--- src/rtl/seg_pkg.sv ---
package seg_pkg;

    parameter int SEG_SEL_W  = 16;
    parameter int SEG_ADDR_W = 32;

    typedef enum logic [1:0] {
        MODE_REAL     = 2'd0,
        MODE_V86      = 2'd1,
        MODE_PROT     = 2'd2,
        MODE_PROT_ALT = 2'd3
    } cpu_mode_e;

    typedef enum logic [1:0] {
        ST_IDLE  = 2'd0,
        ST_FETCH = 2'd1,
        ST_WAIT  = 2'd2
    } ld_state_e;

    typedef struct packed {
        logic [SEG_SEL_W-1:0]  sel;
        logic [SEG_ADDR_W-1:0] base;
        logic [SEG_ADDR_W-1:0] limit;
        logic                  gran;
    } seg_entry_t;

endpackage

--- src/rtl/seg_cache_file.sv ---
module seg_cache_file
    import seg_pkg::*;
#(
    parameter int                    NUM_SEG     = 6,
    parameter int                    IDX_W       = 3,
    parameter int                    CS_IDX      = 0,
    parameter logic [SEG_SEL_W-1:0]  CS_SEL_RST  = 16'hF000,
    parameter logic [SEG_ADDR_W-1:0] CS_BASE_RST = 32'hFFFF0000,
    parameter logic                  CS_GRAN_RST = 1'b1,
    parameter logic [SEG_ADDR_W-1:0] LIMIT_RST   = 32'h0000FFFF
) (
    input  logic             clk,
    input  logic             rst_n,
    input  logic             wr_en,
    input  logic [IDX_W-1:0] wr_idx,
    input  logic             wr_full,
    input  seg_entry_t       wr_entry,
    input  logic [IDX_W-1:0] rd_idx,
    output seg_entry_t       rd_entry,
    output logic             rd_hit
);

    localparam seg_entry_t CS_RST = '{sel: CS_SEL_RST, base: CS_BASE_RST,
                                      limit: LIMIT_RST, gran: CS_GRAN_RST};
    localparam seg_entry_t GEN_RST = '{sel: '0, base: '0,
                                       limit: LIMIT_RST, gran: 1'b0};

    seg_entry_t entries [NUM_SEG];

    for (genvar g = 0; g < NUM_SEG; g++) begin : g_seg
        localparam seg_entry_t RST_VAL = (g == CS_IDX) ? CS_RST : GEN_RST;
        seg_entry_t ent_q;
        logic       hit_w;

        assign hit_w = wr_en && (int'(wr_idx) == g);

        always_ff @(posedge clk) begin
            if (!rst_n) begin
                ent_q <= RST_VAL;
            end else if (hit_w) begin
                ent_q.sel  <= wr_entry.sel;
                ent_q.base <= wr_entry.base;
                if (wr_full) begin
                    ent_q.limit <= wr_entry.limit;
                    ent_q.gran  <= wr_entry.gran;
                end
            end
        end

        assign entries[g] = ent_q;
    end

    always_comb begin
        rd_entry = '0;
        rd_hit   = 1'b0;
        for (int i = 0; i < NUM_SEG; i++) begin
            if (int'(rd_idx) == i) begin
                rd_entry = entries[i];
                rd_hit   = 1'b1;
            end
        end
    end

endmodule

--- src/rtl/seg_load_fsm.sv ---
module seg_load_fsm
    import seg_pkg::*;
#(
    parameter int NUM_SEG = 6,
    parameter int IDX_W   = 3,
    parameter int SHIFT   = 4
) (
    input  logic                  clk,
    input  logic                  rst_n,
    input  logic [1:0]            mode_i,
    input  logic                  ld_valid_i,
    input  logic [IDX_W-1:0]      ld_seg_i,
    input  logic [SEG_SEL_W-1:0]  ld_value_i,
    output logic                  ld_ready_o,
    output logic                  ld_done_o,
    output logic                  ld_fault_o,
    output logic                  dsc_req_valid_o,
    input  logic                  dsc_req_ready_i,
    output logic [SEG_SEL_W-1:0]  dsc_req_sel_o,
    input  logic                  dsc_rsp_valid_i,
    input  logic                  dsc_rsp_present_i,
    input  logic [SEG_ADDR_W-1:0] dsc_rsp_base_i,
    input  logic [SEG_ADDR_W-1:0] dsc_rsp_limit_i,
    input  logic                  dsc_rsp_gran_i,
    output logic                  wr_en,
    output logic [IDX_W-1:0]      wr_idx,
    output logic                  wr_full,
    output seg_entry_t            wr_entry
);

    localparam int PAD_W = SEG_ADDR_W - SEG_SEL_W - SHIFT;

    ld_state_e            state_q, state_n;
    logic [IDX_W-1:0]     pend_idx_q;
    logic [SEG_SEL_W-1:0] pend_sel_q;
    logic                 done_q, fault_q;
    logic                 done_n, fault_n;
    logic                 seg_ok, is_prot;
    cpu_mode_e            mode;

    assign mode    = cpu_mode_e'(mode_i);
    assign seg_ok  = int'(ld_seg_i) < NUM_SEG;
    assign is_prot = (mode == MODE_PROT) || (mode == MODE_PROT_ALT);

    // state register and pending-load capture
    always_ff @(posedge clk) begin
        if (!rst_n) begin
            state_q    <= ST_IDLE;
            pend_idx_q <= '0;
            pend_sel_q <= '0;
            done_q     <= 1'b0;
            fault_q    <= 1'b0;
        end else begin
            state_q <= state_n;
            done_q  <= done_n;
            fault_q <= fault_n;
            if (state_q == ST_IDLE && ld_valid_i) begin
                pend_idx_q <= ld_seg_i;
                pend_sel_q <= ld_value_i;
            end
        end
    end

    // next state
    always_comb begin
        state_n = state_q;
        unique case (state_q)
            ST_IDLE:  if (ld_valid_i && seg_ok && is_prot) state_n = ST_FETCH;
            ST_FETCH: if (dsc_req_ready_i)                 state_n = ST_WAIT;
            ST_WAIT:  if (dsc_rsp_valid_i)                 state_n = ST_IDLE;
            default:                                       state_n = ST_IDLE;
        endcase
    end

    // outputs
    always_comb begin
        ld_ready_o      = (state_q == ST_IDLE);
        dsc_req_valid_o = (state_q == ST_FETCH);
        dsc_req_sel_o   = pend_sel_q;
        wr_en           = 1'b0;
        wr_idx          = ld_seg_i;
        wr_full         = 1'b0;
        wr_entry.sel    = ld_value_i;
        wr_entry.base   = {{PAD_W{1'b0}}, ld_value_i, {SHIFT{1'b0}}};
        wr_entry.limit  = '0;
        wr_entry.gran   = 1'b0;
        done_n          = 1'b0;
        fault_n         = 1'b0;
        unique case (state_q)
            ST_IDLE: begin
                if (ld_valid_i) begin
                    if (!seg_ok) begin
                        done_n  = 1'b1;
                        fault_n = 1'b1;
                    end else if (!is_prot) begin
                        wr_en  = 1'b1;
                        done_n = 1'b1;
                    end
                end
            end
            ST_FETCH: begin
            end
            ST_WAIT: begin
                if (dsc_rsp_valid_i) begin
                    done_n = 1'b1;
                    if (dsc_rsp_present_i) begin
                        wr_en          = 1'b1;
                        wr_idx         = pend_idx_q;
                        wr_full        = 1'b1;
                        wr_entry.sel   = pend_sel_q;
                        wr_entry.base  = dsc_rsp_base_i;
                        wr_entry.limit = dsc_rsp_limit_i;
                        wr_entry.gran  = dsc_rsp_gran_i;
                    end else begin
                        fault_n = 1'b1;
                    end
                end
            end
            default: begin
            end
        endcase
    end

    assign ld_done_o  = done_q;
    assign ld_fault_o = fault_q;

endmodule

--- src/rtl/seg_xlate.sv ---
module seg_xlate
    import seg_pkg::*;
#(
    parameter int WIN_W = 20
) (
    input  logic                  clk,
    input  logic                  rst_n,
    input  logic [1:0]            mode_i,
    input  logic                  tr_valid_i,
    input  logic [SEG_ADDR_W-1:0] tr_offset_i,
    input  seg_entry_t            entry_i,
    input  logic                  hit_i,
    output logic                  out_valid_o,
    output logic                  out_fault_o,
    output logic [SEG_ADDR_W-1:0] out_addr_o,
    output logic [SEG_SEL_W-1:0]  out_sel_o
);

    localparam logic [SEG_ADDR_W-1:0] WIN_MASK =
        {{(SEG_ADDR_W-WIN_W){1'b0}}, {WIN_W{1'b1}}};

    cpu_mode_e             mode;
    logic [SEG_ADDR_W-1:0] sum, addr_n;
    logic                  fault_n;
    logic [SEG_SEL_W-1:0]  sel_n;

    assign mode = cpu_mode_e'(mode_i);

    always_comb begin
        sum     = entry_i.base + tr_offset_i;
        addr_n  = sum;
        fault_n = !hit_i;
        sel_n   = hit_i ? entry_i.sel : '0;
        unique case (mode)
            MODE_REAL: if (!entry_i.gran) addr_n = sum & WIN_MASK;
            MODE_V86:  addr_n = sum & WIN_MASK;
            MODE_PROT, MODE_PROT_ALT:
                if (tr_offset_i > entry_i.limit) fault_n = 1'b1;
            default: addr_n = sum;
        endcase
        if (fault_n) addr_n = '0;
    end

    always_ff @(posedge clk) begin
        if (!rst_n) begin
            out_valid_o <= 1'b0;
            out_fault_o <= 1'b0;
            out_addr_o  <= '0;
            out_sel_o   <= '0;
        end else begin
            out_valid_o <= tr_valid_i;
            out_fault_o <= tr_valid_i && fault_n;
            if (tr_valid_i) begin
                out_addr_o <= addr_n;
                out_sel_o  <= sel_n;
            end
        end
    end

endmodule

--- src/rtl/seg_addr_unit.sv ---
module seg_addr_unit
    import seg_pkg::*;
#(
    parameter int          NUM_SEG     = 6,
    parameter int          WIN_W       = 20,
    parameter int          SHIFT       = 4,
    parameter int          CS_IDX      = 0,
    parameter logic [15:0] CS_SEL_RST  = 16'hF000,
    parameter logic [31:0] CS_BASE_RST = 32'hFFFF0000,
    parameter logic [31:0] LIMIT_RST   = 32'h0000FFFF,
    parameter int          IDX_W       = $clog2(NUM_SEG)
) (
    input  logic             clk,
    input  logic             rst_n,
    input  logic [1:0]       mode_i,
    input  logic             ld_valid_i,
    output logic             ld_ready_o,
    input  logic [IDX_W-1:0] ld_seg_i,
    input  logic [15:0]      ld_value_i,
    output logic             ld_done_o,
    output logic             ld_fault_o,
    output logic             dsc_req_valid_o,
    input  logic             dsc_req_ready_i,
    output logic [15:0]      dsc_req_sel_o,
    input  logic             dsc_rsp_valid_i,
    input  logic             dsc_rsp_present_i,
    input  logic [31:0]      dsc_rsp_base_i,
    input  logic [31:0]      dsc_rsp_limit_i,
    input  logic             dsc_rsp_gran_i,
    input  logic             tr_valid_i,
    input  logic [IDX_W-1:0] tr_seg_i,
    input  logic [31:0]      tr_offset_i,
    output logic             out_valid_o,
    output logic             out_fault_o,
    output logic [31:0]      out_addr_o,
    output logic [15:0]      out_sel_o
);

    logic             wr_en, wr_full, rd_hit;
    logic [IDX_W-1:0] wr_idx;
    seg_entry_t       wr_entry, rd_entry;

    seg_load_fsm #(.NUM_SEG(NUM_SEG), .IDX_W(IDX_W), .SHIFT(SHIFT)) u_fsm (
        .clk               (clk),
        .rst_n             (rst_n),
        .mode_i            (mode_i),
        .ld_valid_i        (ld_valid_i),
        .ld_seg_i          (ld_seg_i),
        .ld_value_i        (ld_value_i),
        .ld_ready_o        (ld_ready_o),
        .ld_done_o         (ld_done_o),
        .ld_fault_o        (ld_fault_o),
        .dsc_req_valid_o   (dsc_req_valid_o),
        .dsc_req_ready_i   (dsc_req_ready_i),
        .dsc_req_sel_o     (dsc_req_sel_o),
        .dsc_rsp_valid_i   (dsc_rsp_valid_i),
        .dsc_rsp_present_i (dsc_rsp_present_i),
        .dsc_rsp_base_i    (dsc_rsp_base_i),
        .dsc_rsp_limit_i   (dsc_rsp_limit_i),
        .dsc_rsp_gran_i    (dsc_rsp_gran_i),
        .wr_en             (wr_en),
        .wr_idx            (wr_idx),
        .wr_full           (wr_full),
        .wr_entry          (wr_entry)
    );

    seg_cache_file #(
        .NUM_SEG     (NUM_SEG),
        .IDX_W       (IDX_W),
        .CS_IDX      (CS_IDX),
        .CS_SEL_RST  (CS_SEL_RST),
        .CS_BASE_RST (CS_BASE_RST),
        .CS_GRAN_RST (1'b1),
        .LIMIT_RST   (LIMIT_RST)
    ) u_cache (
        .clk      (clk),
        .rst_n    (rst_n),
        .wr_en    (wr_en),
        .wr_idx   (wr_idx),
        .wr_full  (wr_full),
        .wr_entry (wr_entry),
        .rd_idx   (tr_seg_i),
        .rd_entry (rd_entry),
        .rd_hit   (rd_hit)
    );

    seg_xlate #(.WIN_W(WIN_W)) u_xlate (
        .clk         (clk),
        .rst_n       (rst_n),
        .mode_i      (mode_i),
        .tr_valid_i  (tr_valid_i),
        .tr_offset_i (tr_offset_i),
        .entry_i     (rd_entry),
        .hit_i       (rd_hit),
        .out_valid_o (out_valid_o),
        .out_fault_o (out_fault_o),
        .out_addr_o  (out_addr_o),
        .out_sel_o   (out_sel_o)
    );

endmodule

--- config.mk ---
export PLATFORM = sky130hd
export DESIGN_NAME = seg_addr_unit
export DESIGN_NICKNAME = d
export VERILOG_FILES = /design/src/rtl/seg_pkg.sv /design/src/rtl/seg_cache_file.sv /design/src/rtl/seg_load_fsm.sv /design/src/rtl/seg_xlate.sv /design/src/rtl/seg_addr_unit.sv
export SDC_FILE = /design/constraint.sdc
export NUM_CORES = 1
export LEC_CHECK = 0
export ABC_AREA = 1
export BUFFER_PORTS_ARGS = -buffer_cell sky130_fd_sc_hd__clkbuf_2
export CAP_MARGIN = 20
export CORE_MARGIN = 2
export CORE_UTILIZATION = 35
export CTS_BUF_LIST = sky130_fd_sc_hd__clkbuf_4 sky130_fd_sc_hd__clkbuf_8 sky130_fd_sc_hd__clkbuf_16
export CTS_CLUSTER_SIZE = 40
export DETAILED_ROUTE_END_ITERATION = 10
export GPL_TIMING_DRIVEN = 0
export PLACE_DENSITY = 0.59
export RECOVER_POWER = 100
export SYNTH_ARGS = -nofsm -noshare
export SYNTH_HDL_FRONTEND = slang
export SYNTH_SLANG_ARGS = --single-unit
export TNS_END_PERCENT = 30
--- constraint.sdc ---
create_clock -name clk -period 5.91 [get_ports clk]
set_input_delay 0.591 -clock clk [delete_from_list [all_inputs] [get_ports clk]]
set_output_delay 0.591 -clock clk [all_outputs]
set_load 0.005 [all_outputs]
==> impl_metrics.yaml <==
status:
  status: "finished, final reports clean"
timing:
  worst_slew_pin_slew_ps: 1335
  relSlewSlack_pct: 11.00
  rsz0062_at_grt: "false"
  timing.final.crit_share_pct: 95.91
  tns_ps: 0
  holdWs_ps: 206.5
  layout_min_cycle_time_ps: 5668
  setup_viol: 0
  fin_ws_ps: 241.8
  hold_violations: 0
  finalClockSkew_ps: 37.09
  fmax_ghz: 0.1764
  drv_slew: 0
synthesis:
  ys_ff_latch: 559
  ys_top_cells_by_count: "nand2_1 (607), dfxtp_1 (559), nor2_1 (369)"
  syn_nets: 3440
  post_synth.cell_area_avg_um2: 7.685
  async_flop_share_pct: 0
  ys_warn_count: 0
  synth_cell_types: 51
  yosys-top-cells-area: "dfxtp_1 (45%), nand2_1 (9.2%), o21ai_0 (6.8%), nor2_1 (5.6%), a31oi_1 (5.1%)"
  yosys.area.top_type_share_pct: 44.94
  mappedNetlistArea_mm2: 0.02490
  syn_inst: 3240
  post-synth-top-count-cell: "nand2_1"
  synth_flop_cell: "dfxtp_1"
  synth_edf_count: 0
  yosysTopAreaCell: "dfxtp_1"
  seq_area_frac_synth_pct: 44.94
power_and_ir_drop:
  ir_drop_v: 0.0002843
  leakage_nw: 11.90
  p_total_w: 0.008644
  power_density_mw_per_mm2: 298.3
clock_tree:
  clockRootBuffer: "clkbuf_16"
  cts_tree: "built"
  htreeDepth: 2
  clk_path_buf_depth: 3
  clock-sinks: 559
  numCtsBuffers: 60
  clock_latency_ps: 670
  cts.clk_slew.worst_paths_ps: 60
critical_path:
  worst-path-max-fanout: 10
  slowest_stage: "clkbuf_1"
  rr_worst_depth: 8
  ff2ff_setup_slack_ps: 2020
  worstSetupPathType: "input port to register"
  crit_arrival_ps: 6260
  cpPeakStageDelay_ps: 800
  crit_top_cell: "nand2_1"
  crit_end: "u_xlate.out_addr_o[31]"
  worst_setup_path_start_kind: "input port"
  cp-end-kind: "register"
  r2r-start: "u_fsm.state_q[1]"
  required_ps: 6500
  crit_start: "tr_seg_i[2]"
  r2r_end: "u_cache.entries[70]"
  path_cells: "clkbuf_2 -> inv_2 -> nor2_1 -> inv_1 -> clkbuf_1 -> clkbuf_1 -> clkbuf_1 -> o21ai_0 -> ha_1 -> a21oi_1 -> o21a_1 -> nand2_1 -> a21oi_1 -> nand2_1 -> nand2_1 -> nand3_1 -> nor2_1 -> nand3_1 -> nand2_1"
route:
  viasPerCell: 5.789
  wl_per_cell_um: 24.56
  num_vias: 26010
  drc: 0
  drt-initial-drc-count: 2745
  firstDrtPassIters: 6
  ant_nets: 0
  wl_mm: 110.3
finish:
  n_fill_cell: 7517
  register_area_mm2: 0.01119
  stdcell_count: 4493
  final_nets: 3702
  drive_above_1_share_pct: 8.364
  area_delta_synth_final_pct: 16.39
  multi_input_area_mm2: 0.01206
grt:
  grt_pass1_vias: 24240
  grt_overflow: 0
  grt-busiest-layer: "met2"
  grtUsageTotal_pct: 29.03
  grt_max_degree: 18
  antenna_found_initial: 1
  grtUsageMet2_pct: 44.86
  met1_usage_pct: 38.23
  grt_pass1_wl_mm: 160.0
  use_met3_pct: 5.316
floorplan:
  die_h_um: 270.7
  core-area_mm2: 0.07027
  initial_utilization_pct: 35.43
  dieArea_mm2: 0.07329
  rows: 97
  io_pins: 198
  dieWidth_um: 270.7
placed_design:
  dpl_worst_slack_ps: -474.6
  place_congestion: 0.9493
  port_buffers: 197
  hpwl_mm: 82.13
  place_inst: 4380
min_path:
  hp-class: "input port to register"
job:
  maxCapViolations: 0
-- layout make-up --
cell class / instances / area share, %
diodes: 2 / 0.01727
flip-flops and latches: 559 / 38.62
well taps: 940 / 4.059
multi-input cells: 2278 / 41.60
clock buffers: 90 / 6.217
plain buffers: 250 / 3.294
inverters: 153 / 1.982
repair buffers: 200 / 3.385
clock inverters: 21 / 0.8290
-- through the flow --
stage / utilization (%) / cell area [µm²]
final: 41.24 / 28980
after global routing: 41.24 / 28980
after floorplan: - / 24900
after global placement: 38.51 / 27060
after CTS: 41.48 / 29150
after detailed placement: 38.57 / 27110
-- cell families (layout without fill, tap and decap cells) --
family | Yosys count | after routing | share of synthesized area, %
buffers and inverters | 403 | 714 | 6.427
flip-flops | 559 | 559 | 44.94
adder cells (fa/ha/maj) | 72 | 72 | 3.648
AND/OR/NAND/NOR | 1156 | 1156 | 18.85
other | 0 | 2 | 0
AO/OA/AOI/OAI | 1035 | 1035 | 25.60
XOR/XNOR | 15 | 15 | 0.5277
-- how the worst min path moves through the flow --
| stage | startpoint | end | slack, ps | depth (start not counted) |
|---|---|---|---|---|
| final | dsc_req_ready_i | u_fsm.state_q[1] | 210 | 3 |
| after global routing | dsc_req_ready_i | u_fsm.state_q[1] | 210 | 3 |
| after CTS | dsc_req_ready_i | u_fsm.state_q[1] | 190 | 3 |
| after detailed placement | u_cache.entries[275] | u_cache.entries[275] | 440 | 2 |
| after global placement | u_cache.entries[243] | u_cache.entries[243] | 430 | 2 |
| after floorplan | u_cache.entries[275] | u_cache.entries[275] | 420 | 2 |
-- cells in the final DEF (no fill, tap or decap), drive strengths merged, types with 9 or more instances in the layout --
master / n
o2111ai: 14
a21oi: 172
o211ai: 88
a221oi: 23
nor2: 376
dfxtp: 559
inv: 152
nand4: 50
a31oi: 201
a32o: 35
a32oi: 23
a22oi: 28
a211oi: 49
nor3: 13
o21ai: 356
nand3: 101
clkinv: 18
clkbuf: 515
o21bai: 9
buf: 25
nand2: 611
ha: 71
-- flip-flops by register name (all words and copies together), names as in the netlist --
register	flops
u_xlate.out_sel_o	16
u_fsm.ld_done_o	1
u_fsm.pend_idx_q	3
u_fsm.ld_fault_o	1
u_cache.entries	486
u_xlate.out_valid_o	1
u_fsm.dsc_req_sel_o	16
u_fsm.state_q	2
u_xlate.out_addr_o	32
u_xlate.out_fault_o	1
-- power by group --
group / total [W] / switching, W / internal [W]
Sequential: 0.00387 / 0.0000367 / 0.00383
Clock: 0.00392 / 0.00167 / 0.00224
Combinational: 0.000862 / 0.000632 / 0.000230
Total: 0.00864 / 0.00234 / 0.00630
-- routing by layer --
| metal | wire length [µm] | vias up |
|---|---|---|
| met1 | 45200 | 12500 |
| met3 | 10250 | 269 |
| met4 | 6567 | 0 |
| met2 | 48310 | 1320 |
| met5 | 0 | - |
| li1 | - | 11920 |
-- worst max-delay path: cells and delay by family --
kind,cells,cell delay (ps)
AOI/OAI and AO/OA,4,1010
adders and majority gates,1,380
buffers and inverters,6,2650
and+or+nand+nor,8,1580
-- what timing repair did --
| action | CTS | global route |
|---|---|---|
| hold buffers | 0 | 0 |
| buffers inserted | 0 | 0 |
| gates resized for setup | 0 | 5 |
| endpoints found under the setup margin | 0 | 7 |
No activity file was read; power rests on OpenSTA's default activity.
